**config.mk**
```make
export PLATFORM = sky130hd
export DESIGN_NAME = aclk_rate_gen
export DESIGN_NICKNAME = d
export VERILOG_FILES = /design/src/rtl/aclk_pkg.sv /design/src/rtl/aclk_regs.sv /design/src/rtl/aclk_div.sv /design/src/rtl/aclk_port_mux.sv /design/src/rtl/aclk_rate_gen.sv
export SDC_FILE = /design/constraint.sdc
export NUM_CORES = 1
export LEC_CHECK = 0
export BUFFER_PORTS_ARGS = -buffer_cell sky130_fd_sc_hd__buf_2
export CORE_MARGIN = 3
export CORE_UTILIZATION = 59
export CTS_BUF_LIST = sky130_fd_sc_hd__clkbuf_16
export DETAILED_ROUTE_END_ITERATION = 7
export GPL_TIMING_DRIVEN = 1
export PLACE_DENSITY = 0.79
export SYNTH_ARGS = -nofsm -noshare
export SYNTH_HDL_FRONTEND = slang
export SYNTH_SLANG_ARGS = --single-unit
```
**constraint.sdc**
```tcl
create_clock -name clk_i -period 4.4 [get_ports clk_i]
set_input_delay 0.88 -clock clk_i [delete_from_list [all_inputs] [get_ports clk_i]]
set_output_delay 0.88 -clock clk_i [all_outputs]
set_load 0.05 [all_outputs]
```
**src/rtl/aclk_pkg.sv**
```systemverilog
package aclk_pkg;
  localparam int N_SRC       = 4;
  localparam int N_GEN       = 2;
  localparam int N_PORT      = 9;
  localparam int N_PORT_SEL  = N_PORT - 1;
  localparam int SEL_W       = 8;
  localparam int REG_W       = 32;
  localparam int FLD_PER_REG = REG_W / SEL_W;
  localparam int N_SELREG    = (N_PORT_SEL + FLD_PER_REG - 1) / FLD_PER_REG;
  localparam int ADDR_W      = 3;
  localparam int DIV_W       = 10;
  localparam int EXP_W       = 2;
  localparam int MANT_W      = DIV_W - EXP_W;
  localparam int CNT_W       = MANT_W + 2 * ((1 << EXP_W) - 1) + 2;
  localparam int GSEL_W      = 3;

  localparam logic [ADDR_W-1:0] ADDR_CTRL  = 3'd0;
  localparam logic [ADDR_W-1:0] ADDR_DIV0  = 3'd1;
  localparam logic [ADDR_W-1:0] ADDR_PSEL0 = 3'd3;

  localparam logic [REG_W-1:0] CTRL_MASK = 32'h8077_0000;
  localparam int               OUT_SEL_BIT = 31;
  localparam int               GEN_SEL_LSB [N_GEN] = '{20, 16};
  localparam logic [DIV_W-1:0] DIV_RST = 10'd2;

  // generator input select: 0=A 1=B 4=C 2=I
  function automatic logic [N_SRC-1:0] gen_src_mask(input logic [GSEL_W-1:0] code);
    case (code)
      3'd0:    return 4'b0001;
      3'd1:    return 4'b0010;
      3'd4:    return 4'b0100;
      3'd2:    return 4'b1000;
      default: return 4'b0000;
    endcase
  endfunction

  function automatic logic port_hit(input logic [SEL_W-1:0] code,
                                    input logic [N_SRC-1:0] src,
                                    input logic ga, input logic gb);
    case (code)
      8'h00:   return src[3];
      8'h01:   return src[0];
      8'h02:   return src[1];
      8'h03:   return src[2];
      8'h10:   return ga;
      8'h20:   return gb;
      default: return 1'b0;
    endcase
  endfunction
endpackage

```
**src/rtl/aclk_regs.sv**
```systemverilog
module aclk_regs
  import aclk_pkg::*;
(
  input  logic                        clk_i,
  input  logic                        rst_ni,
  input  logic                        wr_en_i,
  input  logic [ADDR_W-1:0]           addr_i,
  input  logic [REG_W-1:0]            wr_data_i,
  output logic                        out_sel_o,
  output logic [N_GEN*GSEL_W-1:0]     gen_sel_o,
  output logic [N_GEN*DIV_W-1:0]      div_word_o,
  output logic [N_SELREG*REG_W-1:0]   psel_o,
  output logic [REG_W-1:0]            rd_data_o
);
  logic [REG_W-1:0] ctrl_q;
  logic [DIV_W-1:0] div_q  [N_GEN];
  logic [REG_W-1:0] psel_q [N_SELREG];

  always_ff @(posedge clk_i or negedge rst_ni) begin
    if (!rst_ni) ctrl_q <= '0;
    else if (wr_en_i && addr_i == ADDR_CTRL) ctrl_q <= wr_data_i & CTRL_MASK;
  end

  for (genvar g = 0; g < N_GEN; g++) begin : g_div
    always_ff @(posedge clk_i or negedge rst_ni) begin
      if (!rst_ni) div_q[g] <= DIV_RST;
      else if (wr_en_i && addr_i == ADDR_W'(ADDR_DIV0 + g)) div_q[g] <= wr_data_i[DIV_W-1:0];
    end
    assign div_word_o[g*DIV_W +: DIV_W]   = div_q[g];
    assign gen_sel_o[g*GSEL_W +: GSEL_W] = ctrl_q[GEN_SEL_LSB[g] +: GSEL_W];
  end

  for (genvar r = 0; r < N_SELREG; r++) begin : g_psel
    always_ff @(posedge clk_i or negedge rst_ni) begin
      if (!rst_ni) psel_q[r] <= '0;
      else if (wr_en_i && addr_i == ADDR_W'(ADDR_PSEL0 + r)) psel_q[r] <= wr_data_i;
    end
    assign psel_o[r*REG_W +: REG_W] = psel_q[r];
  end

  assign out_sel_o = ctrl_q[OUT_SEL_BIT];

  always_comb begin
    rd_data_o = '0;
    if (addr_i == ADDR_CTRL) rd_data_o = ctrl_q;
    for (int g = 0; g < N_GEN; g++)
      if (addr_i == ADDR_W'(ADDR_DIV0 + g)) rd_data_o = REG_W'(div_q[g]);
    for (int r = 0; r < N_SELREG; r++)
      if (addr_i == ADDR_W'(ADDR_PSEL0 + r)) rd_data_o = psel_q[r];
  end
endmodule

```
**src/rtl/aclk_div.sv**
```systemverilog
module aclk_div
  import aclk_pkg::*;
(
  input  logic             clk_i,
  input  logic             rst_ni,
  input  logic             tick_i,
  input  logic [DIV_W-1:0] word_i,
  output logic             pulse_o,
  output logic             level_o
);
  logic [DIV_W-1:0]   word_q;
  logic [CNT_W-1:0]   cnt_q, mant_p1, ratio, last, half;
  logic [EXP_W:0]     shamt;

  // ratio = (2 << 2e) * (n+1)
  assign mant_p1 = CNT_W'(word_q[MANT_W-1:0]) + CNT_W'(1);
  assign shamt   = {word_q[DIV_W-1 -: EXP_W], 1'b1};
  assign ratio   = mant_p1 << shamt;
  assign last    = ratio - CNT_W'(1);
  assign half    = ratio >> 1;

  always_ff @(posedge clk_i or negedge rst_ni) begin
    if (!rst_ni) begin
      word_q  <= DIV_RST;
      cnt_q   <= '0;
      pulse_o <= 1'b0;
    end else begin
      pulse_o <= 1'b0;
      if (tick_i) begin
        if (cnt_q >= last) begin
          cnt_q   <= '0;
          word_q  <= word_i;   // new word only at period end
          pulse_o <= 1'b1;
        end else begin
          cnt_q <= cnt_q + CNT_W'(1);
        end
      end
    end
  end

  assign level_o = (cnt_q < half);
endmodule

```
**src/rtl/aclk_port_mux.sv**
```systemverilog
module aclk_port_mux
  import aclk_pkg::*;
(
  input  logic             clk_i,
  input  logic             rst_ni,
  input  logic [SEL_W-1:0] code_i,
  input  logic [N_SRC-1:0] src_tick_i,
  input  logic             gen_a_i,
  input  logic             gen_b_i,
  output logic             tick_o
);
  always_ff @(posedge clk_i or negedge rst_ni) begin
    if (!rst_ni) tick_o <= 1'b0;
    else         tick_o <= port_hit(code_i, src_tick_i, gen_a_i, gen_b_i);
  end
endmodule

```
**src/rtl/aclk_rate_gen.sv**
```systemverilog
module aclk_rate_gen
  import aclk_pkg::*;
(
  input  logic              clk_i,
  input  logic              rst_ni,
  input  logic [N_SRC-1:0]  src_tick_i,
  input  logic              wr_en_i,
  input  logic [ADDR_W-1:0] addr_i,
  input  logic [REG_W-1:0]  wr_data_i,
  output logic [REG_W-1:0]  rd_data_o,
  output logic              gen_a_tick_o,
  output logic              gen_b_tick_o,
  output logic              out_tick_o,
  output logic              out_clk_o,
  output logic [N_PORT-1:0] port_tick_o
);
  logic                      out_sel;
  logic [N_GEN*GSEL_W-1:0]   gen_sel;
  logic [N_GEN*DIV_W-1:0]    div_word;
  logic [N_SELREG*REG_W-1:0] psel;
  logic [N_GEN-1:0]          gen_tick, gen_pulse, gen_level;

  aclk_regs u_regs (
    .clk_i      (clk_i),
    .rst_ni     (rst_ni),
    .wr_en_i    (wr_en_i),
    .addr_i     (addr_i),
    .wr_data_i  (wr_data_i),
    .out_sel_o  (out_sel),
    .gen_sel_o  (gen_sel),
    .div_word_o (div_word),
    .psel_o     (psel),
    .rd_data_o  (rd_data_o)
  );

  for (genvar g = 0; g < N_GEN; g++) begin : g_gen
    assign gen_tick[g] = |(gen_src_mask(gen_sel[g*GSEL_W +: GSEL_W]) & src_tick_i);
    aclk_div u_div (
      .clk_i   (clk_i),
      .rst_ni  (rst_ni),
      .tick_i  (gen_tick[g]),
      .word_i  (div_word[g*DIV_W +: DIV_W]),
      .pulse_o (gen_pulse[g]),
      .level_o (gen_level[g])
    );
  end

  assign gen_a_tick_o = gen_pulse[0];
  assign gen_b_tick_o = gen_pulse[1];
  assign out_tick_o   = out_sel ? gen_pulse[1] : gen_pulse[0];
  assign out_clk_o    = out_sel ? gen_level[1] : gen_level[0];

  for (genvar p = 0; p < N_PORT_SEL; p++) begin : g_port
    aclk_port_mux u_mux (
      .clk_i      (clk_i),
      .rst_ni     (rst_ni),
      .code_i     (psel[p*SEL_W +: SEL_W]),
      .src_tick_i (src_tick_i),
      .gen_a_i    (gen_pulse[0]),
      .gen_b_i    (gen_pulse[1]),
      .tick_o     (port_tick_o[p])
    );
  end
  // last port has no field and shares its neighbour's clock
  assign port_tick_o[N_PORT-1] = port_tick_o[N_PORT-2];
endmodule

```
==> results.tsv, run 1 <==
stage	metric	value	unit
status	outcome	finished with violations	
status	violations	negative setup slack	
timing	layout_setup_ws	-0.0537	ns
synthesis	synthDistinctLibCells	83	
setup_path	critPathCaptureType	register	
pwr	p_int	3.09	mW
finish	layout.area.seq	3840	µm²
placed_design	gp_congestion	0.907	
cts	clkLatencyLatePin	0.44	ns
global_routing	grt_max_degree	104	
synthesis	synthArstFlopShare	100	%
placed_design	dpl-instance-area	11300	µm²
routing	drtIter0Drc	885	
cts	cts_sinks	153	
die	start_util	61.0	%
setup_path	startpoint_type	register	
cts	clockRootBuffer	clkbuf_16	
timing	layout_min_cycle_time	4.45	ns
job	cap_violations	0	
routing	drc	0	
pwr	worst_ir_drop_vdd	340	µV
timing	rsz0062_at_grt	true	
cts	cts.clk_slew.worst_paths	0.07	ns
finish	design_area	12500	µm²
finish	fillers	1216	
setup_path	worstPathRequired	4.77	ns
die	dieHeight	140	µm
synthesis	synthTopCellsByArea	dfrtp_1, mux2_2, ha_1	
setup_path	crit_type	register to register	
timing	setup_tns	-0.231	ns
timing	finalSetupViolCount	10	
routing	drtAntennaViolNets	0	
pwr	seqPwrFrac	41.3	%
routing	via_per_inst	6.54	
timing	hold_violations	0	
finish	drive_above_1_share	30.4	%
hold_path	hold_class	input pin to async pin	
finish	nNetsFinal	1298	
cts	cts_tree	built	
pwr	power_switching_share	36.0	%
die	core	17500	µm²
cts	cts_hold_buf	0	
cts	numCtsBuffers	17	
synthesis	yosysSeqAreaShare	35.9	%
setup_path	r2r_slack	-0.05	ns
finish	final_cell_mix	dfrtp_1, mux2_2, buf_2, nand2_1, buf_4	
global_routing	grtUsageTotal	28.2	%
synthesis	yosysWarningCount	0	
finish	diodes	0	
timing	timing.final.max_slew_violations	0	
synthesis	avgSynthCellArea	9.66	µm²
placed_design	io_buffers	86	
global_routing	antenna_found_initial	0	
pwr	power_per_cell_area	387	nW/µm²
global_routing	grt_pass1_vias	9144	
synthesis	syn-instance-count	1104	
setup_path	cp_max_fo	21	
cts	h-tree-depth	4	
routing	routedWlPerCell	20.3	µm
finish	area_growth_syn_to_layout	17.1	%
pwr	p_sw	1.74	mW
die	core.rowCount	48	
setup_path	cp.arrival	4.82	ns
routing	drt_first_pass_iters	5	
timing	fmax	225	MHz
finish	final_common_cell	dfrtp_1	
placed_design	dp_hpwl	18400	µm
die	pin_count	87	
global_routing	gr-total-overflow	0	
pwr	leakage	5.56	nW
synthesis	synthFlopType	dfrtp_1	
global_routing	grt_pass1_wl	45900	µm
finish	multiInputGateArea	6580	µm²
timing	max_slew.worst_pin.slew	0.980	ns
pwr	fin_total_pwr	4.83	mW
timing	fin_crit_sh	101	%
cts	clockBufferDepth	2	
synthesis	synth_top_area_share	35.0	%
pwr	power_frac_comb	26.8	%
timing	finClkSkew	0.0107	ns
synthesis	synth_nets	1198	
routing	totalWireLength	29300	µm
pwr	p_clk_share	32.0	%
synthesis	synth_enable_flop_cells	0	
routing	dr_total_vias	9420	
die	die_w	140	µm
die	dieArea	19700	µm²
synthesis	mappedNetlistArea	10700	µm²
timing	slew_headroom	34.7	%
synthesis	synth_seq_cells	153	
synthesis	yosysTopAreaCell	dfrtp_1	
-- timing repair --
item | 4_1_cts | 5_1_grt
pin swaps | 12 | 17
resized for setup | 26 | 41
setup buffers | 21 | 13
setup endpoints to repair | 1 | 54
endpoints found under the hold margin | 0 | 0
cloned | 0 | 2
-- metrics by stage --
step | std cells | hold slack (ns) | utilization, % | setup WS [ns]
3_3_place_gp | 1374 | 0.519 | 64.4 | 0.178
5_1_grt | 1441 | 0.556 | 71.5 | -0.183
3_5_place_dp | 1374 | 0.521 | 64.4 | 0.0884
6_report | 1441 | 0.524 | 71.5 | -0.0537
2_1_floorplan | 1104 | 0.502 | - | 0.412
4_1_cts | 1426 | 0.537 | 69.6 | 0.00156
-- worst paths after layout --
path                                                      startpoint                              endpoint  cells after the start
worst max-delay path            g_gen[0].u_div.word_q[1]$_DFFE_PN1P_  g_gen[0].u_div.word_q[4]$_DFFE_PN0P_                     23
worst min-delay path                                          rst_ni  g_gen[1].u_div.cnt_q[11]$_DFFE_PN0P_                      1
worst max register to register  g_gen[0].u_div.word_q[1]$_DFFE_PN1P_  g_gen[0].u_div.word_q[4]$_DFFE_PN0P_                     23
worst min register to register         u_regs.psel_o[35]$_DFFE_PN0P_         u_regs.psel_o[35]$_DFFE_PN0P_                      1
max in group asynchronous                                     rst_ni  g_gen[1].u_div.word_q[1]$_DFFE_PN1P_                      2
min in group clk_i                     u_regs.psel_o[35]$_DFFE_PN0P_         u_regs.psel_o[35]$_DFFE_PN0P_                      1
-- state kept, by name, summed over array words and instances, names as in the netlist --
register,flops
u_regs.ctrl_q,7
g_gen.u_div.pulse_o,2
g_gen.u_div.word_q,20
u_regs.div_word_o,20
g_port.u_mux.tick_o,8
g_gen.u_div.cnt_q,32
u_regs.psel_o,64
-- metal layers --
metal,vias up,global-route usage (%),part of all wire (%)
li1,4310,-,-
met1,4634,38.3,42
met2,409,45.8,49
met3,67,4.61,6.3
met4,0,10.6,2.7
met5,-,0,0
-- layout make-up --
| type | count | area share (%) |
|---|---|---|
| multi-input combinational | 844 | 52.7 |
| clock buffer | 17 | 3.40 |
| tap | 225 | 2.25 |
| inverter | 30 | 0.901 |
| sequential | 153 | 30.7 |
| clock inverter | 14 | 1.42 |
| timing repair buffer | 158 | 8.61 |
-- kinds of logic (layout without fill, tap and decap cells) --
| group | Yosys count | after routing | share of synthesized area (%) |
|---|---|---|---|
| AO/OA/AOI/OAI | 260 | 260 | 17.3 |
| XOR/XNOR | 57 | 57 | 4.68 |
| adder cells (fa/ha/maj) | 57 | 57 | 6.60 |
| buffers and inverters | 107 | 219 | 4.86 |
| flip-flops | 153 | 153 | 35.9 |
| multiplexers | 121 | 121 | 13.4 |
| AND/OR/NAND/NOR | 349 | 349 | 17.3 |
-- power groups by stage --
stage / Combinational, mW / Clock (mW) / Sequential, mW
2_1_floorplan: 0.948 / 0 / 1.90
3_3_place_gp: 1.17 / 0 / 1.99
3_5_place_dp: 1.21 / 0 / 2.00
4_1_cts: 1.25 / 1.55 / 1.98
5_1_grt: 1.42 / 1.60 / 2.03
6_report: 1.29 / 1.54 / 1.99
-- worst max-delay path: stages, from the launching register on --
cell and delay [ns]:
dfstp_2 0.58, nand3_2 0.10, xor2_2 0.17, a211oi_2 0.31, inv_2 0.10, buf_4 0.15, buf_4 0.13, buf_4 0.12
buf_4 0.12, buf_4 0.12, buf_4 0.12, buf_4 0.12, buf_4 0.12, buf_4 0.14, nand2_4 0.07, nor4_1 0.06
xor2_1 0.15, ha_1 0.31, nand4_1 0.18, nor2_2 0.18, o211ai_1 0.27, buf_6 0.26, or3_1 0.36, nand3_1 0.10
-- Yosys cell counts (all sizes together) (17+ instances only) --
library cell / count
dfrtp: 149
nor2: 60
nand2: 78
nand4: 20
nand3: 46
and2: 20
ha: 52
xor2: 22
clkbuf: 31
mux2: 94
or3: 23
buf: 46
a21oi: 65
nor2b: 17
o211ai: 28
inv: 30
nor3: 25
o22ai: 22
o21ai: 33
xnor2: 35
mux2i: 19
Note: power is estimated with default switching activity, not from simulation.
==> inputs of run 2 (changes only) <==
--- a/config.mk
+++ b/config.mk
@@ -8,3 +8,3 @@
 export BUFFER_PORTS_ARGS = -buffer_cell sky130_fd_sc_hd__buf_2
-export CORE_MARGIN = 3
+export CORE_MARGIN = 4
 export CORE_UTILIZATION = 59
--- a/constraint.sdc
+++ b/constraint.sdc
@@ -3,2 +3,2 @@
 set_output_delay 0.88 -clock clk_i [all_outputs]
-set_load 0.05 [all_outputs]
+set_load 0.005 [all_outputs]
==> results.tsv, run 2 (synthesized netlist as in run 1, its figures left out) <==
stage	metric	value	unit	change
timing	finClkSkew	0.0128	ns	+0.00213 ns
placed_design	dp.cells	1369		-0.36%
cts	cts_sinks	153		unchanged
pwr	power_frac_comb	24.1	%	-2.7 points
cts	cts_tree	built		
cts	h-tree-depth	4		unchanged
setup_path	startpoint_type	register		
setup_path	cp_slowest_stage_delay	0.59	ns	about the same
timing	layout_min_cycle_time	4.41	ns	-0.0434 ns
routing	via_per_inst	6.53		-0.10%
timing	setup_tns	-0.0103	ns	+0.221 ns
die	dieHeight	142	µm	+1.4%
placed_design	gp_congestion	0.896		-1.2%
die	core	17500	µm²	unchanged
global_routing	grt_pass1_vias	9261		+1.3%
setup_path	cp.arrival	3.53	ns	-1.29 ns
global_routing	grt_pass1_wl	45800	µm	about the same
die	start_util	61.0	%	unchanged
status	outcome	finished with violations		
finish	design_area	12300	µm²	-1.2%
routing	drtAntennaViolNets	0		unchanged
hold_path	hold_class	input pin to async pin		
routing	drc	0		unchanged
setup_path	reg2reg_to	g_gen[1].u_div.word_q[6]$_DFFE_PN0P_		
setup_path	rr_worst_depth	17		-26%
die	pin_count	87		unchanged
die	core.rowCount	48		unchanged
setup_path	worstPathRequired	3.52	ns	-1.25 ns
routing	drt_first_pass_iters	5		unchanged
cts	clkLatencyLatePin	0.44	ns	about the same
finish	final_common_cell	dfrtp_1		
pwr	p_int	3.00	mW	-3.0%
finish	drive_above_1_share	29.2	%	-1.2 points
timing	rsz0062_at_grt	true		
finish	nNetsFinal	1280		-1.4%
placed_design	dp_hpwl	19000	µm	+2.8%
pwr	p_sw	1.61	mW	-7.4%
timing	slew_headroom	33.4	%	-1.3 points
die	dieArea	20300	µm²	+2.9%
die	die_w	142	µm	+1.4%
cts	numCtsBuffers	17		unchanged
timing	timing.final.max_slew_violations	0		unchanged
finish	final_cell_mix	dfrtp_1, mux2_2, buf_2, nand2_1, a21oi_1		
finish	post_layout_nonfiller_instances	1425		-1.1%
setup_path	crit_path_start	g_gen[1].u_div.word_q[1]$_DFFE_PN1P_		
routing	totalWireLength	28200	µm	-3.8%
routing	routedWlPerCell	19.8	µm	-2.7%
routing	drtIter0Drc	725		-18%
setup_path	crit_slowest_cell	dfstp_2		
setup_path	crit_type	register to primary output		
finish	area_growth_syn_to_layout	15.7	%	
pwr	fin_total_pwr	4.61	mW	-4.5%
cts	cts.clk_slew.worst_paths	0.08	ns	about the same
finish	fillers	1275		+4.9%
finish	largest_reg_flops	64		unchanged
pwr	seqPwrFrac	43.1	%	+1.8 points
status	violations	negative setup slack		
cts	clockRootBuffer	clkbuf_16		
routing	dr_total_vias	9306		-1.2%
timing	finalSetupViolCount	1		-9
pwr	power_switching_share	34.9	%	-1.1 points
placed_design	dpl-instance-area	11200	µm²	-0.22%
timing	max_slew.worst_pin.slew	0.999	ns	+0.0188 ns
pwr	leakage	5.50	nW	-1.0%
timing	fmax	227	MHz	+0.98%
setup_path	r2r_slack	0.12	ns	+0.17 ns
setup_path	cp_max_fo	5		-76%
pwr	power_per_cell_area	373	nW/µm²	-3.4%
pwr	worst_ir_drop_vdd	287	µV	-16%
timing	layout_setup_ws	-0.0103	ns	+0.0434 ns
global_routing	grt_max_degree	108		+3.8%
placed_design	io_buffers	86		unchanged
job	cap_violations	0		unchanged
global_routing	grtUsageTotal	27.6	%	-0.63 points
timing	fin_crit_sh	100	%	-0.99 points
setup_path	cp_top_family	adder cells		
cts	cts_hold_buf	0		unchanged
global_routing	antenna_found_initial	1		+1
pwr	p_clk_share	32.8	%	+0.8 points
setup_path	path_cells	ha_4 > xor2_4 > o211ai_1 > ha_1 > o2111a_1 > a2111oi_4 > maj3_2 > maj3_2 > a2111oi_4 > o211ai_2 > buf_2		
setup_path	crit_buf_inv	1		-10
setup_path	r2r-start	g_gen[1].u_div.word_q[1]$_DFFE_PN1P_		
global_routing	gr-total-overflow	0		unchanged
cts	clockBufferDepth	2		unchanged
setup_path	critPathCaptureType	primary output		
timing	hold_violations	0		unchanged
placed_design	post-place-ws	0.109	ns	+0.0208 ns
-- run 2: layer usage --
layer  vias up  GRT usage [%]  routed length (µm)
met5         -              0                   0
met4         0           9.40                 773
met3        67           4.07                1660
met2       342           46.7               14000
met1      4608           36.4               11800
li1       4289              -                   -
-- run 2: power by group through the flow --
stage	logic [mW]	registers [mW]	clock network (mW)
finish	1.11	1.99	1.51
global route	1.25	2.03	1.59
CTS	1.10	1.98	1.53
detailed placement	1.07	2.00	0
global placement	1.03	1.99	0
floorplan	0.808	1.90	0
-- run 2: final cells by class --
| type | count | area [µm²] | area share (%) |
|---|---|---|---|
| Sequential cell | 153 | 3840 | 31.1 |
| Antenna cell | 1 | 2.50 | 0.0203 |
| Multi-Input combinational cell | 845 | 6620 | 53.6 |
| Timing Repair Buffer | 139 | 867 | 7.02 |
| Clock inverter | 15 | 199 | 1.61 |
| Inverter | 30 | 113 | 0.912 |
| Clock buffer | 17 | 425 | 3.45 |
| Tap cell | 225 | 282 | 2.28 |
-- run 2: timing repair --
item | 4_1_cts | 5_1_grt
setup endpoints to repair | 1 | 54
resized for setup | 25 | 38
pin swaps | 10 | 16
setup buffers | 12 | 10
cloned | 0 | 1
-- run 2: how the worst max path moves through the flow --
stage                                           to  cells past startpoint  slack [ns]
2_1_floorplan                            out_clk_o                     13        0.61
3_3_place_gp                             out_clk_o                     13        0.15
3_5_place_dp   g_gen[1].u_div.cnt_q[3]$_DFFE_PN0P_                     16        0.11
4_1_cts                                  out_clk_o                     12       0.004
5_1_grt                                  out_clk_o                     13       -0.17
6_report                                 out_clk_o                     11       -0.01
-- run 2: worst register-to-register path, cell delays in order, from the launching register on --
cell,delay (ns)
dfstp_2,0.59
ha_4,0.18
buf_4,0.15
nand3_2,0.16
a2111o_1,0.44
a21o_1,0.24
a22oi_2,0.19
nand4_1,0.19
and3b_1,0.27
xor2_1,0.07
ha_1,0.31
nand4_1,0.21
nor2_2,0.23
a21oi_2,0.11
o211a_1,0.19
buf_4,0.17
o211a_1,0.11
or3_1,0.36
-- run 2: stage by stage --
stage / hold WS [ns] / util, %
6_report: 0.505 / 70.6
5_1_grt: 0.559 / 70.6
4_1_cts: 0.539 / 69.2
3_5_place_dp: 0.524 / 64.3
3_3_place_gp: 0.516 / 64.3
2_1_floorplan: 0.502 / -
==> inputs of run 3 (changes only) <==
CORE_UTILIZATION = 30   (was 59)
PLACE_DENSITY = not set   (was 0.79)
==> results.tsv, run 3 (synthesized netlist as in run 1, its figures left out) <==
stage	metric	value	unit	change
routing	drtAntennaViolNets	0		unchanged
global_routing	antenna_found_initial	1		unchanged
finish	area_growth_syn_to_layout	20.2	%	
global_routing	gr-total-overflow	0		unchanged
job	cap_violations	0		unchanged
global_routing	grt_pass1_wl	47300	µm	+3.3%
routing	drc	0		unchanged
finish	largest_reg_flops	64		unchanged
cts	cts_sinks	153		unchanged
timing	setup_tns	0	ns	+0.0103 ns
placed_design	dpl-instance-area	11600	µm²	+3.2%
global_routing	grt_max_degree	92		-15%
timing	hold_violations	0		unchanged
setup_path	crit_path_start	g_gen[0].u_div.word_q[1]$_DFFE_PN1P_		
finish	final_cell_mix	dfrtp_1, mux2_2, buf_2, nand2_1, buf_4		
finish	final_common_cell	dfrtp_1		
routing	dr_total_vias	9139		-1.8%
setup_path	crit_type	register to primary output		
die	core.rowCount	68		+42%
die	pin_count	87		unchanged
timing	layout_min_cycle_time	4.38	ns	-0.0297 ns
cts	clockBufferDepth	2		unchanged
global_routing	grtUsageTotal	14.9	%	-13 points
pwr	power_per_cell_area	355	nW/µm²	-4.9%
die	die_w	197	µm	+38%
cts	clockRootBuffer	clkbuf_16		
die	start_util	30.7	%	-30 points
timing	finalSetupViolCount	0		-1
setup_path	cp_max_fo	4		-1
finish	nNetsFinal	1304		+1.9%
routing	via_per_inst	5.45		-17%
routing	drtIter0Drc	574		-21%
setup_path	worstPathRequired	3.52	ns	about the same
timing	rsz0062_at_grt	true		
hold_path	hold_class	input pin to async pin		
placed_design	gp_congestion	0.877		-2.2%
placed_design	io_buffers	86		unchanged
status	outcome	finished clean		
setup_path	r2r-start	g_gen[0].u_div.word_q[1]$_DFFE_PN1P_		
global_routing	grt_pass1_vias	8959		-3.3%
die	core	34800	µm²	+99%
pwr	leakage	5.59	nW	+1.7%
finish	layout.area.seq	3840	µm²	about the same
setup_path	startpoint_type	register		
routing	drt_first_pass_iters	5		unchanged
pwr	worst_ir_drop_vdd	281	µV	-2.1%
finish	multiInputGateArea	6610	µm²	-0.17%
cts	cts_tree	built		
cts	numCtsBuffers	17		unchanged
timing	finClkSkew	0.00915	ns	-0.00366 ns
placed_design	dp_hpwl	20400	µm	+7.4%
cts	cts_hold_buf	0		unchanged
timing	timing.final.max_slew_violations	0		unchanged
timing	fin_crit_sh	99.6	%	-0.68 points
finish	diodes	0		-1
timing	max_slew.worst_pin.slew	0.966	ns	-0.0325 ns
finish	drive_above_1_share	30.5	%	+1.3 points
cts	clkLatencyLatePin	0.44	ns	about the same
pwr	fin_total_pwr	4.56	mW	-1.2%
die	dieArea	38600	µm²	+90%
finish	fillers	3400		+170%
finish	fin_util	36.9	%	-34 points
timing	slew_headroom	35.5	%	+2.0 points
setup_path	critPathCaptureType	primary output		
cts	cts.clk_slew.worst_paths	0.07	ns	about the same
routing	totalWireLength	29300	µm	+4.0%
die	dieHeight	197	µm	+38%
timing	fmax	228	MHz	+0.68%
cts	h-tree-depth	4		unchanged
setup_path	cp.arrival	3.50	ns	-0.03 ns
finish	design_area	12800	µm²	+3.9%
routing	routedWlPerCell	17.5	µm	-12%
timing	whs	0.500	ns	-0.00501 ns
-- run 3: critical path, stage by stage, from the launching register on --
cell	delay, ns
dfstp_2	0.60
nand3_4	0.09
xor2_2	0.16
a211oi_2	0.32
inv_2	0.10
ha_4	0.27
nor2_1	0.03
a211o_1	0.26
maj3_2	0.31
maj3_2	0.31
o211ai_1	0.29
o211ai_2	0.16
buf_2	0.16
-- run 3: metrics by stage --
| stage | worst slack, ns | std cells |
|---|---|---|
| 2_1_floorplan | 0.613 | 1104 |
| 3_3_place_gp | 0.118 | 1608 |
| 3_5_place_dp | 0.0494 | 1608 |
| 4_1_cts | -0.0289 | 1660 |
| 5_1_grt | -0.151 | 1678 |
| 6_report | 0.0195 | 1678 |
-- run 3: final cells by class --
type | count | area share (%)
Multi-Input combinational cell | 844 | 51.5
Sequential cell | 153 | 29.9
Timing Repair Buffer | 164 | 8.79
Tap cell | 455 | 4.44
Clock buffer | 17 | 3.32
Clock inverter | 15 | 1.14
Inverter | 30 | 0.878
-- run 3: what timing repair did --
| action | CTS | global route |
|---|---|---|
| cloned | 0 | 4 |
| pin swaps | 12 | 24 |
| gates resized for setup | 32 | 35 |
| setup endpoints to repair | 1 | 46 |
| buffers inserted | 20 | 16 |
-- run 3: final timing paths --
kind,slack [ns],to,cells past startpoint
min in group clk_i,0.54,u_regs.div_word_o[12]$_DFFE_PN0P_,1
min reg2reg,0.54,u_regs.div_word_o[12]$_DFFE_PN0P_,1
max,0.02,out_clk_o,12
min,0.50,u_regs.psel_o[62]$_DFFE_PN0P_,1
max reg2reg,0.12,g_gen[0].u_div.word_q[9]$_DFFE_PN0P_,23
max in group asynchronous,2.98,u_regs.div_word_o[1]$_DFFE_PN1P_,2
-- run 3: per-layer routing --
metal | GRT usage (%) | share of wire (%)
met4 | 3.28 | 0.88
met1 | 19.9 | 45
met2 | 24.8 | 49
met3 | 3.37 | 5.0
met5 | 0 | 0.044
-- run 3: power breakdown --
part | leakage [nW] | internal, mW | switching (mW)
logic | 3.50 | 0.553 | 0.556
registers | 1.82 | 1.67 | 0.320
clock network | 0.282 | 0.792 | 0.666
total | 5.59 | 3.01 | 1.54
